`src/rtl/ser_pkg.sv`:
```
package ser_pkg;
  typedef enum logic [1:0] {
    SP_EARLY = 2'b00,
    SP_LATE  = 2'b01,
    SP_COIN  = 2'b10
  } sync_pos_e;

  // Early and late positions add one padding period; 1x codes do not.
  function automatic logic pos_has_pad(input logic [1:0] pos);
    return ~pos[1];
  endfunction
endpackage

```
`src/rtl/ser_frame_ctl.sv`:
```
module ser_frame_ctl
  import ser_pkg::*;
#(
  parameter int MAX_W = 32,
  parameter int CW    = 6
) (
  input  logic          clk,
  input  logic          rst_n,
  input  logic          in_valid,
  input  logic [CW-1:0] word_len,
  input  logic [1:0]    sync_pos,
  output logic          in_ready,
  output logic          accept,
  output logic          busy,
  output logic [CW-1:0] slot,
  output logic [CW-1:0] last,
  output logic [1:0]    pos_q,
  output logic          data_slot,
  output logic          shift_en
);
  logic          busy_q;
  logic [CW-1:0] slot_q, last_q;
  logic [1:0]    pos_r;
  logic          at_end;
  logic [CW-1:0] last_next;

  assign at_end    = (slot_q == last_q);
  assign in_ready  = ~busy_q | at_end;
  assign accept    = in_valid & in_ready;
  assign last_next = word_len - CW'(1) + CW'(pos_has_pad(sync_pos));

  always_comb begin
    data_slot = busy_q;
    if (pos_r == SP_EARLY && slot_q == '0) data_slot = 1'b0;
    if (pos_r == SP_LATE && at_end)        data_slot = 1'b0;
  end

  assign shift_en = data_slot & ~at_end;

  always_ff @(posedge clk or negedge rst_n) begin
    if (!rst_n) begin
      busy_q <= 1'b0;
      slot_q <= '0;
      last_q <= '0;
      pos_r  <= SP_EARLY;
    end else if (accept) begin
      busy_q <= 1'b1;
      slot_q <= '0;
      last_q <= last_next;
      pos_r  <= sync_pos;
    end else if (busy_q) begin
      if (at_end) begin
        busy_q <= 1'b0;
        slot_q <= '0;
      end else begin
        slot_q <= slot_q + CW'(1);
      end
    end
  end

  assign busy  = busy_q;
  assign slot  = slot_q;
  assign last  = last_q;
  assign pos_q = pos_r;
endmodule

```
`src/rtl/ser_shifter.sv`:
```
module ser_shifter #(
  parameter int MAX_W = 32,
  parameter int CW    = 6
) (
  input  logic             clk,
  input  logic             rst_n,
  input  logic             load,
  input  logic [MAX_W-1:0] din,
  input  logic [CW-1:0]    word_len,
  input  logic             shift,
  output logic             msb
);
  logic [MAX_W-1:0] sr_q;
  logic [CW-1:0]    align;

  // Left-align the word so its first bit sits in the top position.
  assign align = CW'(MAX_W) - word_len;

  always_ff @(posedge clk or negedge rst_n) begin
    if (!rst_n)     sr_q <= '0;
    else if (load)  sr_q <= din << align;
    else if (shift) sr_q <= {sr_q[MAX_W-2:0], 1'b0};
  end

  assign msb = sr_q[MAX_W-1];
endmodule

```
`src/rtl/ser_sync_gen.sv`:
```
module ser_sync_gen
  import ser_pkg::*;
#(
  parameter int CW = 6
) (
  input  logic          busy,
  input  logic [CW-1:0] slot,
  input  logic [CW-1:0] last,
  input  logic [1:0]    pos_q,
  input  logic          data_slot,
  input  logic          msb,
  input  logic          sync_low,
  output logic          sync_act,
  output logic          ser_data,
  output logic          ser_sync
);
  always_comb begin
    sync_act = 1'b0;
    if (busy) begin
      if (pos_q == SP_LATE) sync_act = (slot == last);
      else                  sync_act = (slot == '0);
    end
  end

  assign ser_data = data_slot & msb;
  assign ser_sync = sync_act ^ sync_low;
endmodule

```
`src/rtl/ser_word_sync.sv`:
```
module ser_word_sync #(
  parameter int MAX_W = 32,
  parameter int CW    = $clog2(MAX_W + 1)
) (
  input  logic             clk,
  input  logic             rst_n,
  input  logic             in_valid,
  output logic             in_ready,
  input  logic [MAX_W-1:0] in_data,
  input  logic [CW-1:0]    word_len,
  input  logic [1:0]       sync_pos,
  input  logic             sync_low,
  output logic             ser_data,
  output logic             ser_sync
);
  logic          accept, busy, data_slot, shift_en, msb, sync_act;
  logic [CW-1:0] slot, last;
  logic [1:0]    pos_q;

  ser_frame_ctl #(.MAX_W(MAX_W), .CW(CW)) u_ctl (
    .clk(clk), .rst_n(rst_n), .in_valid(in_valid), .word_len(word_len),
    .sync_pos(sync_pos), .in_ready(in_ready), .accept(accept), .busy(busy),
    .slot(slot), .last(last), .pos_q(pos_q), .data_slot(data_slot),
    .shift_en(shift_en)
  );

  ser_shifter #(.MAX_W(MAX_W), .CW(CW)) u_sr (
    .clk(clk), .rst_n(rst_n), .load(accept), .din(in_data),
    .word_len(word_len), .shift(shift_en), .msb(msb)
  );

  ser_sync_gen #(.CW(CW)) u_sync (
    .busy(busy), .slot(slot), .last(last), .pos_q(pos_q),
    .data_slot(data_slot), .msb(msb), .sync_low(sync_low),
    .sync_act(sync_act), .ser_data(ser_data), .ser_sync(ser_sync)
  );
endmodule

```
`config.mk`:
```
export PLATFORM = sky130hd
export DESIGN_NAME = ser_word_sync
export DESIGN_NICKNAME = d
export VERILOG_FILES = /design/src/rtl/ser_pkg.sv /design/src/rtl/ser_frame_ctl.sv /design/src/rtl/ser_shifter.sv /design/src/rtl/ser_sync_gen.sv /design/src/rtl/ser_word_sync.sv
export SDC_FILE = /design/constraint.sdc
export NUM_CORES = 1
export LEC_CHECK = 0
export ABC_AREA = 1
export BUFFER_PORTS_ARGS = -buffer_cell sky130_fd_sc_hd__buf_2
export CORE_MARGIN = 4
export CORE_UTILIZATION = 45
export CTS_BUF_LIST = sky130_fd_sc_hd__clkbuf_8
export CTS_CLUSTER_SIZE = 16
export DETAILED_ROUTE_END_ITERATION = 10
export SYNTH_ARGS = -nofsm -noshare
export SYNTH_HDL_FRONTEND = slang
export SYNTH_SLANG_ARGS = --single-unit
```
`constraint.sdc`:
```
create_clock -name clk -period 2.1 [get_ports clk]
set_input_delay 0.63 -clock clk [delete_from_list [all_inputs] [get_ports clk]]
set_output_delay 0.63 -clock clk [all_outputs]
set_load 0.005 [all_outputs]
```
# Yosys cells after proc, flatten, opt, wreduce, memory -nomap -nowiden
# Cells that the tools add are included.
# op_classes
n_addsub,4
multipliers,0
n_div,0
magnitude_cmp,0
eq_ne,2
shifts,1
n_mux,12
bitwise_logic,8
n_reduce_logical,6
# op_table
operator,count
two-way mux 32 bit,2
left shift 32 x 6 -> 32 bit,1
two-way mux 6 bit,3
two-way mux 1 bit,7
adder 6 x 1 -> 6 bit,1
"adder 6 x 1 -> 6 bit, second input constant",1
equality test 6 bit,1
logical NOT 6 bit,1
"subtractor 6 x 1 -> 6 bit, second input constant",1
"subtractor 6 bit, first input constant",1
nonzero test 2 bit,2
AND 1 bit,3
NOT 1 bit,3
"equality test 2 x 1 -> 1 bit, second input constant",1
logical AND 1 bit,2
logical NOT 2 bit,1
bitwise OR 1 bit,1
XOR 1 bit,1
# word_totals
regBits,47
latchBits,0
mem_bits_rw,0
mem_bits_ro,0
output_inout_bits,3
elab_cells,38
n_memories,0

# Longest topological paths before layout
# depth
ltp_word,7
ltp_mapped,16
depth_no_buf,12

# Modules after synthesis
# From an unflattened synthesis, not the netlist that was laid out.
# hier_totals
cells_unflattened,731
area_unflattened_um2,4390.5
# by_module_without_submodules
mod,instances,cells_per_inst,area_each_um2,seq_area_each_um2
ser_shifter,1,549,3218.1,800.8
ser_frame_ctl,1,134,970.9,375.4
ser_sync_gen,1,48,201.4,0.0

# Least setup slack after synthesis
# Ideal clock, no wire load.
# synth_timing
path_kind,input to register
startpoint,in word_len[0]
endpoint,reg u_sr.sr_q[31]
setup_time_ps,123
arrival_ps,2309
setup_slack_ps,-332
stages,14
path_cell_list,buf_2 > inv_2 > buf_2 > ha_1 > clkbuf_1 > inv_1 > clkbuf_1 > nand3_1 > nand3_1 > nand3_1 > nand2_1 > nand2_1 > nand3_1 > a21oi_1
# synth_via
elab_chain_cells,3
# synth_rtl
element,line,source
from (decl),ser_word_sync.sv:10,"input logic [CW-1:0] word_len,"
subtractor 6 bit,ser_shifter.sv:17,assign align = CW'(MAX_W) - word_len;
left shift 32 x 6 -> 32 bit,ser_shifter.sv:21,else if (load) sr_q <= din << align;
two-way mux 32 bit,ser_shifter.sv:21,
to (signal assigned),ser_shifter.sv:21,
to (signal assigned),ser_shifter.sv:22,"else if (shift) sr_q <= {sr_q[MAX_W-2:0], 1'b0};"
to (decl),ser_shifter.sv:13,logic [MAX_W-1:0] sr_q;
# No other way between the ends.
# A chain may end at the register's enable or synchronous reset.

# Worst setup path in the final report
# layout_timing
startpoint,"reg u_ctl.slot_q[3], in the netlist u_ctl.slot[3]"
endpoint,out ser_sync
# layout_via
elab_chain_cells,4
elab_cells_between_ends,5
classes_between,eq/ne (1); mux (2); bitwise (1); reduce/logical (1)
# layout_rtl
element,line,source
from (decl),ser_frame_ctl.sv:22,"logic [CW-1:0] slot_q, last_q;"
from (signal assigned),ser_frame_ctl.sv:56,slot_q <= slot_q + CW'(1);
equality test 6 bit or logical NOT 6 bit (tied branches),"ser_sync_gen.sv:20, ser_sync_gen.sv:21",
two-way mux 1 bit (*),ser_sync_gen.sv:20,if (pos_q == SP_LATE) sync_act = (slot == last);
two-way mux 1 bit (*),ser_sync_gen.sv:19,if (busy) begin
XOR 1 bit (*),ser_sync_gen.sv:26,assign ser_sync = sync_act ^ sync_low;
to (decl),ser_word_sync.sv:14,output logic ser_sync
# Every way passes the cells marked *; elsewhere a longest branch is shown, timed or not.

==> impl.org <==
** Layout
- The finished layout holds ~840 standard cells, fillers aside.
- In the final layout, flip-flops and latches occupy around 1200 um2.
- Final nets :: approximately 780
- Fraction of final layout cells sized beyond drive strength 1 :: between 20% and 30%
- Leaving out fill and tap cells, the most frequent cell in the layout is nand2_1.
- Multi-input gate area :: 2928 um2
- Number of antenna cells inserted :: 0
- Final cell utilization of the core :: between 50% and 60%
- Layout overhead on the synthesized area :: 24.63%
- Fill cells in the final layout number 890.
- The library cells used most frequently in the layout, excluding fill and tap cells, are nand2_1, nand3_1, nor2_1.

** STA
- Between clock sinks in the finished design, the worst skew comes to roughly 0.011 ns.
- Worst hold-check slack :: 0.4023 ns
- In this run the tightest slew margin relative to its limit is between 50 and 60%.
- The smallest clock period supported by the final layout is computed as between 2 and 2.5 ns.
- Setup violations remaining at the end of the flow were counted as 3.
- Final Hold Violating Endpoints :: 0
- Share of the clock period used by the worst path :: 104.8%
- Setup repair after global routing could not meet its margin everywhere.
- At the pin with the least slew margin, the transition time is 0.6097 ns.
- Timing would allow up to approximately 0.45 GHz.
- Setup slack on the critical path of the routed design comes to -0.1008 ns.
- Pins Over Slew Limit :: 0

** Setup path
- By startpoint and endpoint, the worst setup path is classified as reg -> out.
- Of all nets on the critical path, the largest fanout is 5.
- Data on the critical path is required at its endpoint by 1.47 ns.
- The worst setup path is launched from a flip-flop.
- For this run, the slowest stage of the critical path takes about 0.46 ns.
- The largest individual stage delay along the critical path comes from the cell dfrtp_2.
- Data arrival at the endpoint of the critical path :: approximately 1.6 ns
- STA classifies the critical path endpoint as a primary output.
- Critical path, cell by cell :: nor3_2 > nand3_1 > nand2_1 > nand3_2 > xnor2_1 > buf_2

** Pwr
- Leakage power :: around 2.5 nW
- In this run the power density over the cells is ~1000 nW/um2.
- IR analysis of the VDD net gives a maximum drop of about 0.44 mV.

** Clock network
- TritonCTS built the clock tree.
- Clock transition at the registers of the reported paths :: roughly 0.1 ns
- The longest clock path from root to sink contains 2 buffers.
- After clock tree synthesis, the flow added hold-fix buffers numbering 0.
- Insertion delay of the later-clocked pin in the worst-skew pair :: 0.30 ns
- Number of buffers added by the clock tree synthesis step :: 5
- Root buffer cell :: clkbuf_8
- The H-tree was split into 2 levels.
- The clock net in this run drives a total of 47 sinks.

** Placement
- Prior to clock tree synthesis, the placed netlist has a worst setup slack of -0.1303 ns.
- After legalization and detailed placement, the total HPWL measured approximately 9500 um.
- RD Place Congestion :: 0.8872
- Input/output buffers :: 46
- Once placement completed, the tool counted placed cells totaling approximately 820.

** Global routing
- The total overflow left after global routing is 0.
- The number of global-route vias before repair came to between 4000 and 5000.
- The number of antenna violations at the first check in global routing is 0.
- Across every metal layer, demand over resource in global routing totals between 20% and 30%.
- First-pass GRT wire length :: around 22000 um
- Pin count of the biggest net entering global routing :: 48

** Die
- DIE AREA :: ~11000 um2
- # rows :: 34
- Vertical extent of the die :: slightly above 100 um
- The core region is just under 9000 um2.
- The floorplan step set the die width to about 100 um.
- Starting density of the core :: a little under half
- Number of I/O pins :: 47

** Synthesis
- Sequential cells were found to cover about 29% of the synthesized design area.
- Summed over all instances, the cell type with the most area after synthesis is dfrtp_1.
- Distinct cell type count after synthesis :: 27
- The cell area that synthesis handed to floorplanning was 4115 um2.
- Yosys attributes the largest share of cell area to dfrtp_1, nand3_1, nand2_1.
- Share of Yosys cell area claimed by the top area cell type :: ~29%
- Number of warnings printed during yosys synthesis :: 0
- In the synthesized netlist, the number of instances is around 670.
- The average instance in the mapped netlist occupies between 6 and 7 um2.
- The synthesized design contains 47 register bits.
- Post-synthesis net count :: 721

** Detailed routing
- After detailed routing, the total wire length is approximately 13000 um.
- Post-DRT Antenna Nets :: 0
- Violation count after the first detailed-routing iteration :: between 200 and 300
- Across all layers, the routed design uses 4670 vias.
- Number of detailed-routing iterations run before antenna repair :: 5
- DR DRC count :: 0
- After detailed routing, the number of vias per cell comes to between 5 and 6.
- Average wire per standard cell :: around 15 um

** Worst hold path
- Type of the tightest min-delay check :: in -> async

** Outcome
- The final reports fail on negative setup slack.
- Result of the run :: complete, but fails checks

** Run
- The tool flagged a number of max-cap violations equal to 0.
-- registers in the layout (all words and copies together), names as in the netlist --
name and cells:
u_ctl.pos_q 2, u_ctl.last 6, u_ctl.slot 6, u_ctl.busy 1
u_sr.sr_q 32
-- through the flow --
step	setup TNS, ns	total power [mW]	cell area [um2]
floorplan	-0.02456	3.805	4481
global placement	-1.603	4.424	4867
detailed placement	-2.051	4.509	4867
CTS	-0.1069	5.189	5025
global route	-0.4360	5.879	5129
finish	-0.1330	5.373	5129
-- repair_timing --
| action | CTS | global route |
|---|---|---|
| gates resized for setup | 4 | 12 |
| cloned | 0 | 2 |
| endpoints found under the setup margin | 3 | 32 |
| pin swaps | 3 | 7 |
| buffers inserted | 8 | 3 |
-- power by group --
part / internal (mW) / switching (mW)
sequential: 1.35 / 0.265
clock: 0.232 / 0.328
combinational: 1.30 / 1.90
total: 2.88 / 2.49
-- cell type report --
cell class | count | area share [%]
sequential | 47 | 23.03
tap | 108 | 2.635
clock inverter | 3 | 0.3903
multi-input combinational | 553 | 57.09
timing repair buffer | 89 | 12.88
clock buffer | 5 | 1.342
inverter | 34 | 2.635
-- final timing paths --
path                                            from                         to  slack [ns]  depth (start not counted)
setup / recovery           u_ctl.slot[3]$_DFFE_PN0P_                   ser_sync       -0.10                          6
hold / removal                                 rst_n  u_ctl.slot[2]$_DFFE_PN0P_        0.40                          2
setup reg to reg           u_ctl.slot[3]$_DFFE_PN0P_   u_sr.sr_q[5]$_DFFE_PN0P_        0.15                         13
hold reg to reg            u_ctl.last[4]$_DFFE_PN0P_  u_ctl.last[4]$_DFFE_PN0P_        0.52                          2
max in group asynchronous                      rst_n  u_ctl.slot[0]$_DFFE_PN0P_        1.24                          2
min in group clk           u_ctl.last[4]$_DFFE_PN0P_  u_ctl.last[4]$_DFFE_PN0P_        0.52                          2
-- routing by layer --
layer	track usage (%)	routed length, um
met5	0	0
met4	5.318	160
met1	34.92	6101
met2	38.32	5961
met3	1.555	544
-- kinds of logic (layout without fill, tap and decap cells) --
kind of cell    after synthesis  in the layout  share of synthesized area [%]
flops                        47             47                          28.58
xor+xnor                     10             10                          2.311
simple gates                472            474                          51.32
compound gates               64             64                          8.027
buf+inv                      74            131                          8.239
fa+ha+maj                     5              5                          1.520
-- synthesized netlist by cell type --
master	instances
nand2_1	200
nand3_1	192
nor2_1	66
dfrtp_1	47
o21ai_0	35
inv_1	29
a21oi_1	23
buf_2	19
clkbuf_1	12
xor2_1	6
ha_1	5
inv_2	5
buf_4	4
o22ai_1	4
buf_6	3
nand2_8	3
nor2_2	3
nor3_1	3
xnor2_1	3
buf_1	2
o211ai_1	2
nand2_4	1
nand3_4	1
nand4_1	1
nand4_2	1
nor2_4	1
xor2_2	1
-- critical path, delay by kind of cell, from the launching register on --
kind | cells | cell delay (ns)
simple gates | 4 | 0.53
flops | 1 | 0.46
xor+xnor | 1 | 0.15
buf+inv | 1 | 0.12
Note: power is estimated with default switching activity, not from simulation.
